--- config.mk ---
export PLATFORM = sky130hd
export DESIGN_NAME = uart_irq_ctrl
export DESIGN_NICKNAME = d
export VERILOG_FILES = /design/src/rtl/uirq_pkg.sv /design/src/rtl/uirq_edge.sv /design/src/rtl/uirq_src_latch.sv /design/src/rtl/uart_irq_ctrl.sv
export SDC_FILE = /design/constraint.sdc
export NUM_CORES = 1
export LEC_CHECK = 0
export CAP_MARGIN = 30
export CORE_AREA = 5 5 42 44
export DETAILED_ROUTE_END_ITERATION = 10
export DIE_AREA = 0 0 47 49
export DONT_BUFFER_PORTS = 1
export GPL_ROUTABILITY_DRIVEN = 0
export MAX_ROUTING_LAYER = met4
export PLACE_DENSITY = 0.56
export SLEW_MARGIN = 10
export SYNTH_ARGS = -nofsm -noshare
export SYNTH_HDL_FRONTEND = slang
export SYNTH_HIERARCHICAL = 1
export SYNTH_SLANG_ARGS = --single-unit
--- constraint.sdc ---
create_clock -name clk -period 1.5 [get_ports clk]
set_input_delay 0.075 -clock clk [delete_from_list [all_inputs] [get_ports clk]]
set_output_delay 0.075 -clock clk [all_outputs]
set_load 0.005 [all_outputs]
--- src/rtl/uirq_pkg.sv ---
package uirq_pkg;

    localparam int NSRC = 5;

    localparam int SRC_LINE = 0;
    localparam int SRC_RXD  = 1;
    localparam int SRC_TMO  = 2;
    localparam int SRC_TXE  = 3;
    localparam int SRC_MDM  = 4;

    localparam logic [2:0] CODE_LINE = 3'b011;
    localparam logic [2:0] CODE_RXD  = 3'b010;
    localparam logic [2:0] CODE_TXE  = 3'b001;
    localparam logic [2:0] CODE_MDM  = 3'b000;

    typedef enum logic [2:0] {
        ST_NONE,
        ST_LINE,
        ST_RXDATA,
        ST_TXEMPTY,
        ST_MODEM
    } rep_state_e;

endpackage

--- src/rtl/uirq_edge.sv ---
module uirq_edge #(
    parameter int W = 5
) (
    input  logic         clk,
    input  logic         rst_n,
    input  logic [W-1:0] lvl,
    output logic [W-1:0] rise
);
    logic [W-1:0] lvl_q;

    always_ff @(posedge clk or negedge rst_n) begin
        if (!rst_n) lvl_q <= '0;
        else        lvl_q <= lvl;
    end

    assign rise = lvl & ~lvl_q;
endmodule

--- src/rtl/uirq_src_latch.sv ---
module uirq_src_latch (
    input  logic clk,
    input  logic rst_n,
    input  logic set_i,
    input  logic clr_i,
    output logic pend_o,
    output logic pend_nx_o
);
    always_comb begin
        if (set_i)      pend_nx_o = 1'b1;
        else if (clr_i) pend_nx_o = 1'b0;
        else            pend_nx_o = pend_o;
    end

    always_ff @(posedge clk or negedge rst_n) begin
        if (!rst_n) pend_o <= 1'b0;
        else        pend_o <= pend_nx_o;
    end
endmodule

--- src/rtl/uart_irq_ctrl.sv ---
module uart_irq_ctrl #(
    parameter int SEL_W      = 3,
    parameter int SEL_RXBUF  = 0,
    parameter int SEL_TXDATA = 0,
    parameter int SEL_IDENT  = 2,
    parameter int SEL_LINE   = 5,
    parameter int SEL_MODEM  = 6
) (
    input  logic             clk,
    input  logic             rst_n,
    input  logic             line_stat_cond,
    input  logic             rx_avail_cond,
    input  logic             rx_tmo_cond,
    input  logic             tx_empty_cond,
    input  logic             modem_cond,
    input  logic             rd_stb,
    input  logic             wr_stb,
    input  logic [SEL_W-1:0] reg_sel,
    output logic [2:0]       id_code,
    output logic             pend_n,
    output logic             irq
);
    import uirq_pkg::*;

    localparam logic [SEL_W-1:0] A_RXBUF  = SEL_W'(SEL_RXBUF);
    localparam logic [SEL_W-1:0] A_TXDATA = SEL_W'(SEL_TXDATA);
    localparam logic [SEL_W-1:0] A_IDENT  = SEL_W'(SEL_IDENT);
    localparam logic [SEL_W-1:0] A_LINE   = SEL_W'(SEL_LINE);
    localparam logic [SEL_W-1:0] A_MODEM  = SEL_W'(SEL_MODEM);

    logic [NSRC-1:0] cond_vec;
    logic [NSRC-1:0] rise_vec;
    logic [NSRC-1:0] clr_vec;
    logic [NSRC-1:0] pend_q;
    logic [NSRC-1:0] pend_nx;

    rep_state_e state_q;
    rep_state_e state_nx;

    logic rx_rd;

    always_comb begin
        cond_vec           = '0;
        cond_vec[SRC_LINE] = line_stat_cond;
        cond_vec[SRC_RXD]  = rx_avail_cond;
        cond_vec[SRC_TMO]  = rx_tmo_cond;
        cond_vec[SRC_TXE]  = tx_empty_cond;
        cond_vec[SRC_MDM]  = modem_cond;
    end

    uirq_edge #(.W(NSRC)) u_edge (
        .clk   (clk),
        .rst_n (rst_n),
        .lvl   (cond_vec),
        .rise  (rise_vec)
    );

    // Clear rules, one per source
    assign rx_rd = rd_stb && (reg_sel == A_RXBUF);

    always_comb begin
        clr_vec           = '0;
        clr_vec[SRC_LINE] = rd_stb && (reg_sel == A_LINE);
        clr_vec[SRC_RXD]  = rx_rd || !rx_avail_cond;
        clr_vec[SRC_TMO]  = rx_rd;
        clr_vec[SRC_TXE]  = (wr_stb && (reg_sel == A_TXDATA)) ||
                            (rd_stb && (reg_sel == A_IDENT) && (state_q == ST_TXEMPTY));
        clr_vec[SRC_MDM]  = rd_stb && (reg_sel == A_MODEM);
    end

    for (genvar g = 0; g < NSRC; g++) begin : g_src
        uirq_src_latch u_lat (
            .clk       (clk),
            .rst_n     (rst_n),
            .set_i     (rise_vec[g]),
            .clr_i     (clr_vec[g]),
            .pend_o    (pend_q[g]),
            .pend_nx_o (pend_nx[g])
        );
    end

    // Next reported source: highest priority among next latch values
    always_comb begin
        if (pend_nx[SRC_LINE])                          state_nx = ST_LINE;
        else if (pend_nx[SRC_RXD] || pend_nx[SRC_TMO])  state_nx = ST_RXDATA;
        else if (pend_nx[SRC_TXE])                      state_nx = ST_TXEMPTY;
        else if (pend_nx[SRC_MDM])                      state_nx = ST_MODEM;
        else                                            state_nx = ST_NONE;
    end

    always_ff @(posedge clk or negedge rst_n) begin
        if (!rst_n) state_q <= ST_NONE;
        else        state_q <= state_nx;
    end

    always_comb begin
        unique case (state_q)
            ST_LINE:    begin id_code = CODE_LINE; pend_n = 1'b0; end
            ST_RXDATA:  begin id_code = CODE_RXD;  pend_n = 1'b0; end
            ST_TXEMPTY: begin id_code = CODE_TXE;  pend_n = 1'b0; end
            ST_MODEM:   begin id_code = CODE_MDM;  pend_n = 1'b0; end
            default:    begin id_code = 3'b000;    pend_n = 1'b1; end
        endcase
        irq = !pend_n;
    end
endmodule

==> results of run 1 <==
==> synthesized netlist by cell type, drive strengths merged <==
cell type | n | area (sq um)
dfrtp | 13 | 325
a21o | 6 | 45.0
nor2b | 6 | 75.1
inv | 5 | 18.8
nor2 | 4 | 15.0
nor3b | 3 | 22.5
nor4b | 2 | 23.8
xnor2 | 2 | 17.5
a41o | 1 | 11.3
and3b | 1 | 8.76
buf | 1 | 7.51
conb | 1 | 3.75
nand2 | 1 | 3.75
nand2b | 1 | 6.26
nor3 | 1 | 5.00
xor2 | 1 | 8.76
==> worst min-delay path, cell delays in order <==
cell	delay, ns
sky130_fd_sc_hd__nor3b_1	0.03
sky130_fd_sc_hd__inv_1	0.05
sky130_fd_sc_hd__a21o_1	0.12
==> worst max-delay path by stage <==
stage | startpoint | depth (start not counted) | to
6_report | state_q[0]$_DFF_PN0_ | 6 | state_q[2]$_DFF_PN0_
3_3_place_gp | state_q[0]$_DFF_PN0_ | 6 | state_q[2]$_DFF_PN0_
4_1_cts | state_q[0]$_DFF_PN0_ | 6 | state_q[2]$_DFF_PN0_
3_5_place_dp | state_q[0]$_DFF_PN0_ | 6 | state_q[2]$_DFF_PN0_
2_1_floorplan | state_q[2]$_DFF_PN0_ | 6 | state_q[2]$_DFF_PN0_
5_1_grt | state_q[0]$_DFF_PN0_ | 6 | state_q[2]$_DFF_PN0_
==> kinds of logic after synthesis <==
| logic type | share of synthesized area |
|---|---|
| buffers and inverters | 0.0439 |
| xor gates and xnor gates | 0.0439 |
| and+or+nand+nor | 0.268 |
| other | 0.00627 |
| DFF | 0.544 |
| AOI/OAI and AO/OA | 0.0941 |
==> sequential cells by signal, summed over array words and instances, names as in the netlist <==
| register | flops |
|---|---|
| g_src.u_lat/pend_o | 5 |
| state_q | 3 |
| u_edge/lvl_q | 5 |
==> power groups by stage <==
stage	clock network (W)	registers [W]	logic [W]
final	0.000208	0.000389	0.0000931
after global routing	0.000238	0.000392	0.000104
after CTS	0.000222	0.000389	0.0000927
after detailed placement	0	0.000396	0.0000740
after global placement	0	0.000395	0.0000713
after floorplan	0	0.000394	0.0000612
==> per-layer routing <==
| metal | vias to the layer above | track usage | wire length, microns |
|---|---|---|---|
| met2 | 13 | 0.156 | 465 |
| met5 | - | - | 0 |
| met3 | 2 | 0.0221 | 94 |
| li1 | 180 | - | - |
| met4 | 0 | 0.0968 | 9 |
| met1 | 161 | 0.125 | 424 |
==> area by class of cell <==
cell class	instances	area, sq um
Inverter	5	18.8
Tap cell	16	20.0
Fill cell	130	682
Clock buffer	4	26.3
Multi-Input combinational cell	30	254
Timing Repair Buffer	8	75.1
Sequential cell	13	325
==> what timing repair did <==
item / CTS / global route
resized for setup: 0 / 2
hold endpoints to repair: 18 / 0
hold buffers: 6 / 0
setup endpoints to repair: 0 / 2
==> stage by stage <==
step | cells | power, W | cell area [sq um] | util | setup WS (ns)
after floorplan | 49 | 0.000455 | 598 | - | 0.131
after global placement | 66 | 0.000467 | 626 | 0.446 | 0.139
after detailed placement | 66 | 0.000470 | 626 | 0.446 | 0.0614
after CTS | 76 | 0.000704 | 712 | 0.508 | 0.0419
after global routing | 76 | 0.000733 | 719 | 0.513 | 0.0629
final | 76 | 0.000690 | 719 | 0.513 | 0.129
==> out/results.tsv, run 1 <==
metric	value	unit
status	finished, final reports clean	
proportion of layout cells with a drive suffix above 1	0.233	
Cell Int Power	0.000531	W
largest voltage drop on the vdd net	0.552	mV
Total Neg Setup Slack	0	ns
standard-cell row count	14	
Distinct cells, synth	18	
period utilization	0.914	
input/output buffers	0	
cell class contributing the biggest share of worst-path delay	compound AO/OA/AOI/OAI gates	
slack of the worst reg-to-reg path	0.13	ns
leading cell type in the layout, fill and taps excluded	sky130_fd_sc_hd__dfrtp_1	
wire length of the first global-routing pass	1680	microns
worst slew margin relative to its limit	0.632	
net count after synthesis	61	
count of routing violations after the opening detailed-route iteration	3	
r2r startpoint	state_q[0]$_DFF_PN0_	
Setup-failing EPs final	0	
length in cells of the worst reg-to-reg path	6	
diodes inserted	0	
number of buffers and inverters on the critical path	1	
Sw Pwr	0.000159	W
detailed-route vias per instance	4.68	
mean instance size in the synthesized netlist	12.2	sq um
Setup Crit Path Kind	flip-flop to flip-flop	
DIE WIDTH	47	microns
setup repair after global routing missed its margin	no	
synthesized area	598	sq um
cells traversed along the worst timing path	nor2b_2, a41o_2, inv_1, a21o_1, nor3_2, and3b_1	
post-CTS setup repair buffer count	0	
worst-case hold slack	0.0367	ns
number of max-slew violations in the final report	0	
worst reg2reg path endpoint	state_q[2]$_DFF_PN0_	
total number of H-tree levels	1	
detailed-route via count	356	
# IOs	17	
Crit Path Max Fanout	3	
Reg clk slew, reported paths	0.07	ns
CP max stage delay	0.40	ns
total leakage power	0.328	nW
insertion delay to the later sink of the worst-skew pair	0.27	ns
startpoint kind of the worst setup timing path	flip-flop	
number of nets in the layout	73	
register bit total from synthesis	13	
synthesis warning total	6	
switching share of power	0.231	
final critical-path required period	1.37	ns
Highest Clock Rate	730	MHz
combinational share of power	0.135	
clock power share	0.301	
data required time of the worst path	1.66	ns
area grow syn2layout	20.3	%
Total Routed Length	993	microns
Die ar.	0.00230	sq mm
pwr/cell area	959	mW/mm^2
root buffer cell	sky130_fd_sc_hd__clkbuf_4	
maximum number of pins on one net before global-route repair	14	
Synth Instances	49	
effective utilization at floorplan	0.427	
first-pass iteration count of the detailed router	3	
number of hold violations in the final report	0	
antenna violation net count after detailed routing	0	
worst-case clock buffer depth	2	
area of the core	0.00140	sq mm
Inserted Clock Buffers	3	
number of instances on the worst hold path	3	
via count of the first global-routing pass	414	
Max Cap Viol	0	
Min-Delay Path Class	primary input to flip-flop	
top library cells by usage in the layout, fill and taps aside	13 x sky130_fd_sc_hd__dfrtp_1, 6 x sky130_fd_sc_hd__a21o_1, 6 x sky130_fd_sc_hd__dlygate4sd3_1	
Least-Margin Pin Slew	0.550	ns
CP max-delay cell	sky130_fd_sc_hd__dfrtp_1	
relative contribution of sequential cells to total power	0.564	
TritonCTS clock tree	done	
average routed wire per standard cell	13.1	microns
terminating pin of the worst hold path	g_src[4].u_lat/pend_o$_DFF_PN0_	
clock skew	0.00571	ns
worst path arrival time	1.53	ns
global-route total usage across every layer	0.110	
Sinks on Clock Net	13	
origin of the worst min-delay path	reg_sel[0]	
sequential area share after synthesis	0.544	
sum of overflow across all layers after global routing	0	
Remaining DRCs	0	
vertical die dimension	49	microns
dpl hpwl	739	microns
number of antenna violations at the first check in global routing	0	
kind of capture point of the worst setup path	flip-flop	
(Power assumes the default switching activity.)
==> run 2: changes to the inputs <==
Settings changed: ABC_CLOCK_PERIOD_IN_PS from default to 1700.
Clock period 1.5 ns to 1.7 ns, I/O delays scaled along.
==> out/results.tsv, run 2 (synthesized netlist as in run 1, its figures left out) <==
metric	value	unit	change
Setup-failing EPs final	0		unchanged
least setup slack across all paths after layout	0.194	ns	+0.0643 ns
clock power share	0.293		-0.008
dpl hpwl	705	microns	-4.7%
switching share of power	0.214		-0.0164
status	finished, final reports clean		
insertion delay to the later sink of the worst-skew pair	0.26	ns	about the same
first-pass iteration count of the detailed router	3		unchanged
startpoint kind of the worst setup timing path	flip-flop		
DIE WIDTH	47	microns	unchanged
leading cell type in the layout, fill and taps excluded	sky130_fd_sc_hd__dfrtp_1		
count of routing violations after the opening detailed-route iteration	1		-2
total leakage power	0.316	nW	-3.8%
Min-Delay Path Class	primary input to flip-flop		
Placement Setup Slack	0.174	ns	+0.112 ns
average routed wire per standard cell	11.7	microns	-10%
Reg clk slew, reported paths	0.07	ns	about the same
top library cells by usage in the layout, fill and taps aside	13 x sky130_fd_sc_hd__dfrtp_1, 6 x sky130_fd_sc_hd__a21o_1, 6 x sky130_fd_sc_hd__dlygate4sd3_1		
worst-case hold slack	0.0429	ns	+0.00618 ns
area of the core	0.00140	sq mm	unchanged
combinational share of power	0.126		-0.009
wire length of the first global-routing pass	1520	microns	-9.1%
number of hold violations in the final report	0		unchanged
Remaining DRCs	0		unchanged
Sw Pwr	0.000127	W	-20%
maximum number of pins on one net before global-route repair	14		unchanged
antenna violation net count after detailed routing	0		unchanged
utilization after layout	0.497		-0.0161
detailed-route vias per instance	4.84		+3.3%
number of max-slew violations in the final report	0		unchanged
Max Cap Viol	0		unchanged
final cell count without fillers	74		-2.6%
Total Neg Setup Slack	0	ns	unchanged
effective utilization at floorplan	0.427		unchanged
final critical-path required period	1.51	ns	+0.136 ns
Inserted Clock Buffers	3		unchanged
total number of H-tree levels	1		unchanged
worst path arrival time	1.71	ns	+0.18 ns
Crit Path Max Fanout	4		+1
# IOs	17		unchanged
root buffer cell	sky130_fd_sc_hd__clkbuf_4		
diodes inserted	0		unchanged
setup repair after global routing missed its margin	no		
Least-Margin Pin Slew	0.543	ns	-0.00757 ns
vertical die dimension	49	microns	unchanged
number of nets in the layout	71		-2.7%
sum of overflow across all layers after global routing	0		unchanged
number of cells in the design after placement	64		-3.0%
worst slew margin relative to its limit	0.637		+0.00506
worst-case clock buffer depth	2		unchanged
via count of the first global-routing pass	385		-7.0%
largest voltage drop on the vdd net	0.461	mV	-16%
detailed-route via count	358		+0.56%
Total Routed Length	866	microns	-13%
pwr/cell area	848	mW/mm^2	-12%
proportion of layout cells with a drive suffix above 1	0.172		-0.0609
area grow syn2layout	16.5	%	
relative contribution of sequential cells to total power	0.581		+0.017
Cell Int Power	0.000464	W	-13%
Sinks on Clock Net	13		unchanged
biggest regs	g_src.u_lat/pend_o x5, u_edge/lvl_q x5, state_q x3		
post-CTS setup repair buffer count	0		unchanged
kind of capture point of the worst setup path	flip-flop		
number of antenna violations at the first check in global routing	0		unchanged
Die ar.	0.00230	sq mm	unchanged
period utilization	0.886		-0.0277
standard-cell row count	14		unchanged
Setup Crit Path Kind	flip-flop to flip-flop		
data required time of the worst path	1.90	ns	+0.24 ns
input/output buffers	0		unchanged
global-route total usage across every layer	0.0961		-0.0139
TritonCTS clock tree	done		
Highest Clock Rate	664	MHz	-9.0%
clock skew	0.00289	ns	-0.00283 ns
## run 2: layout make-up
type	instances	area, sq um
fill	135	704
timing repair buffer	6	60.1
multi-input combinational	30	246
clock buffer	4	26.3
tap	16	20.0
inverter	5	18.8
sequential	13	325
## run 2: critical path, cell delays in order (launching register included)
cell	delay, ns
sky130_fd_sc_hd__dfrtp_1	0.42
sky130_fd_sc_hd__nor2b_1	0.21
sky130_fd_sc_hd__a41o_2	0.21
sky130_fd_sc_hd__inv_1	0.03
sky130_fd_sc_hd__a21o_1	0.19
sky130_fd_sc_hd__nor3_1	0.19
sky130_fd_sc_hd__and3b_1	0.18
## run 2: stage by stage
stage / area [sq um] / total power, W
floorplan: 598 / 0.000402
global placement: 611 / 0.000408
detailed placement: 611 / 0.000409
CTS: 697 / 0.000604
global route: 697 / 0.000630
finish: 697 / 0.000591
## run 2: what timing repair did
action | CTS | global route
resized for setup | 0 | 0
endpoints found under the setup margin | 0 | 0
hold buffers | 6 | 0
endpoints found under the hold margin | 18 | 0
## run 2: final timing paths
| kind | startpoint | end | slack (ns) | depth (start not counted) |
|---|---|---|---|---|
| setup reg to reg | state_q[2]$_DFF_PN0_ | state_q[2]$_DFF_PN0_ | 0.19 | 6 |
| hold reg to reg | g_src[4].u_lat/pend_o$_DFF_PN0_ | g_src[4].u_lat/pend_o$_DFF_PN0_ | 0.47 | 1 |
| min in group asynchronous | rst_n | u_edge/lvl_q[0]$_DFF_PN0_ | 0.24 | 1 |
| hold / removal | reg_sel[0] | g_src[4].u_lat/pend_o$_DFF_PN0_ | 0.04 | 3 |
| setup / recovery | state_q[2]$_DFF_PN0_ | state_q[2]$_DFF_PN0_ | 0.19 | 6 |
| max in group asynchronous | rst_n | g_src[3].u_lat/pend_o$_DFF_PN0_ | 1.10 | 1 |
## run 2: power groups by stage
| stage | logic [W] | registers, W | clock network (W) |
|---|---|---|---|
| global placement | 0.0000587 | 0.000349 | 0 |
| global route | 0.0000841 | 0.000347 | 0.000199 |
| floorplan | 0.0000540 | 0.000348 | 0 |
| CTS | 0.0000760 | 0.000344 | 0.000185 |
| finish | 0.0000742 | 0.000343 | 0.000173 |
| detailed placement | 0.0000597 | 0.000350 | 0 |
## run 2: per-layer routing
| metal | vias to the layer above | part of all wire | global-route usage |
|---|---|---|---|
| met1 | 163 | 0.40 | 0.125 |
| met3 | 2 | 0.13 | 0.0221 |
| met4 | 0 | 0.014 | 0.0691 |
| li1 | 176 | - | - |
| met5 | - | 0 | - |
| met2 | 17 | 0.45 | 0.127 |
==> run 3: changes to the inputs <==
Settings changed: CORE_AREA 5 5 42 44 to default, CORE_MARGIN from default to 5, CORE_UTILIZATION from default to 40, DIE_AREA 0 0 47 49 to default, PLACE_DENSITY 0.56 to 0.5.
==> out/results.tsv, run 3 (synthesized netlist as in run 1, its figures left out) <==
metric	value	unit	change
number of hold violations in the final report	0		unchanged
final critical-path required period	1.50	ns	-0.00694 ns
CP max stage delay	0.42	ns	about the same
number of nets in the layout	71		unchanged
area grow syn2layout	16.5	%	unchanged
Min-Delay Path Class	primary input to flip-flop		
worst reg2reg path endpoint	state_q[2]$_DFF_PN0_		
data required time of the worst path	1.90	ns	about the same
effective utilization at floorplan	0.411		-0.0154
TritonCTS clock tree	done		
vertical die dimension	48.7	microns	-0.68%
DIE WIDTH	48.7	microns	+3.5%
largest voltage drop on the vdd net	0.414	mV	-10%
proportion of layout cells with a drive suffix above 1	0.172		unchanged
average routed wire per standard cell	12.1	microns	+3.5%
kind of capture point of the worst setup path	flip-flop		
setup repair after global routing missed its margin	no		
input/output buffers	0		unchanged
cell class contributing the biggest share of worst-path delay	simple AND/OR/NAND/NOR gates		
combinational share of power	0.126		about the same
leading cell type in the layout, fill and taps excluded	sky130_fd_sc_hd__dfrtp_1		
Least-Margin Pin Slew	0.555	ns	+0.0126 ns
length in cells of the worst reg-to-reg path	6		unchanged
clock power share	0.300		+0.007
Reg clk slew, reported paths	0.07	ns	about the same
origin of the worst min-delay path	reg_sel[0]		
clock skew	0.00450	ns	+0.00162 ns
detailed-route vias per instance	4.72		-2.5%
top library cells by usage in the layout, fill and taps aside	13 x sky130_fd_sc_hd__dfrtp_1, 6 x sky130_fd_sc_hd__a21o_1, 6 x sky130_fd_sc_hd__dlygate4sd3_1		
period utilization	0.882		-0.00408
# fillers	126		-6.7%
launching instance or port of the critical path	state_q[2]$_DFF_PN0_		
sum of overflow across all layers after global routing	0		unchanged
global-route total usage across every layer	0.0903		-0.00586
number of antenna violations at the first check in global routing	0		unchanged
Max Cap Viol	0		unchanged
r2r startpoint	state_q[2]$_DFF_PN0_		
total leakage power	0.316	nW	unchanged
Crit Path Max Fanout	4		unchanged
count of routing violations after the opening detailed-route iteration	3		+2
Total Neg Setup Slack	0	ns	unchanged
worst slew margin relative to its limit	0.629		-0.00845
Highest Clock Rate	667	MHz	+0.46%
dpl hpwl	686	microns	-2.7%
Remaining DRCs	0		unchanged
Gates resized, CTS repair	0		unchanged
area of the core	0.00145	sq mm	+3.7%
status	finished, final reports clean		
Placement Setup Slack	0.197	ns	+0.0231 ns
least setup slack across all paths after layout	0.201	ns	+0.00694 ns
switching share of power	0.223		+0.00873
via count of the first global-routing pass	378		-1.8%
Sinks on Clock Net	13		unchanged
diodes inserted	0		unchanged
endpoint of the worst setup timing path	state_q[2]$_DFF_PN0_		
Die ar.	0.00237	sq mm	+2.8%
# IOs	17		unchanged
CP max-delay cell	sky130_fd_sc_hd__dfrtp_1		
startpoint kind of the worst setup timing path	flip-flop		
total number of H-tree levels	1		unchanged
Sw Pwr	0.000133	W	+5.3%
antenna violation net count after detailed routing	0		unchanged
Setup Crit Path Kind	flip-flop to flip-flop		
pwr/cell area	858	mW/mm^2	+1.2%
maximum number of pins on one net before global-route repair	14		unchanged
first-pass iteration count of the detailed router	2		-1
biggest regs	g_src.u_lat/pend_o x5, u_edge/lvl_q x5, state_q x3		
relative contribution of sequential cells to total power	0.574		-0.007
Cell Int Power	0.000464	W	about the same
post-CTS setup repair buffer count	0		unchanged
slack of the worst reg-to-reg path	0.20	ns	about the same
worst-case clock buffer depth	2		unchanged
detailed-route via count	349		-2.5%
number of max-slew violations in the final report	0		unchanged
Total Routed Length	896	microns	+3.5%
cells traversed along the worst timing path	nor2b_1, a41o_2, inv_1, a21o_1, nor3_1, and3b_1		
insertion delay to the later sink of the worst-skew pair	0.27	ns	about the same
wire length of the first global-routing pass	1610	microns	+5.4%
root buffer cell	sky130_fd_sc_hd__clkbuf_4		
standard-cell row count	14		unchanged
Setup-failing EPs final	0		unchanged
Inserted Clock Buffers	3		unchanged
worst path arrival time	1.70	ns	about the same
logic depth of the worst path, buffers included	6		unchanged
number of buffers and inverters on the critical path	1		unchanged
[run 3: cell counts in the layout (fill, tap and decap cells not counted)]
Identical to the previous run, type by type.
[run 3: layer usage]
| layer | global-route usage | wire length [microns] | vias up |
|---|---|---|---|
| met4 | 0.0807 | 9 | 0 |
| li1 | - | - | 174 |
| met1 | 0.110 | 391 | 160 |
| met3 | 0.0368 | 104 | 2 |
| met5 | - | 0 | - |
| met2 | 0.111 | 391 | 13 |
[run 3: power by group through the flow]
stage / clock [W] / combinational (W) / sequential [W]
5_1_grt: 0.000203 / 0.0000855 / 0.000346
4_1_cts: 0.000192 / 0.0000775 / 0.000343
3_5_place_dp: 0 / 0.0000606 / 0.000349
3_3_place_gp: 0 / 0.0000594 / 0.000349
6_report: 0.000179 / 0.0000756 / 0.000343
2_1_floorplan: 0 / 0.0000540 / 0.000348
[run 3: how the worst min path moves through the flow]
stage / depth (start not counted) / end / slack (ns)
after global placement: 0 / u_edge/lvl_q[2]$_DFF_PN0_ / -0.21
final: 3 / g_src[4].u_lat/pend_o$_DFF_PN0_ / 0.05
after detailed placement: 0 / u_edge/lvl_q[3]$_DFF_PN0_ / -0.21
after CTS: 3 / g_src[4].u_lat/pend_o$_DFF_PN0_ / 0.04
after floorplan: 0 / g_src[0].u_lat/pend_o$_DFF_PN0_ / -0.21
after global routing: 2 / g_src[4].u_lat/pend_o$_DFF_PN0_ / 0.06
[run 3: what timing repair did]
| action | in CTS | in global routing |
|---|---|---|
| endpoints found under the setup margin | 0 | 0 |
| hold endpoints to repair | 18 | 0 |
| hold buffers | 6 | 0 |
[run 3: layout make-up]
class	count	area, sq um	area share
clock buffers	4	26.3	0.0377
inverters	5	18.8	0.0269
multi-input cells	30	246	0.354
flip-flops and latches	13	325	0.467
well taps	16	20.0	0.0287
repair buffers	6	60.1	0.0862
[run 3: worst reg2reg max path: stages, from the launching register on]
cell,delay [ns]
sky130_fd_sc_hd__dfrtp_1,0.42
sky130_fd_sc_hd__nor2b_1,0.21
sky130_fd_sc_hd__a41o_2,0.22
sky130_fd_sc_hd__inv_1,0.04
sky130_fd_sc_hd__a21o_1,0.19
sky130_fd_sc_hd__nor3_1,0.18
sky130_fd_sc_hd__and3b_1,0.18
[run 3: per-stage QoR]
stage                      util  hold slack [ns]  cell area, sq um  power [W]  std cells
after CTS                 0.479           0.0422               697   0.000613         74
final                     0.479           0.0470               697   0.000598         74
after floorplan               -           -0.211               598   0.000402         49
after global routing      0.479           0.0607               697   0.000635         74
after global placement    0.420           -0.210               611   0.000409         64
after detailed placement  0.420           -0.210               611   0.000410         64
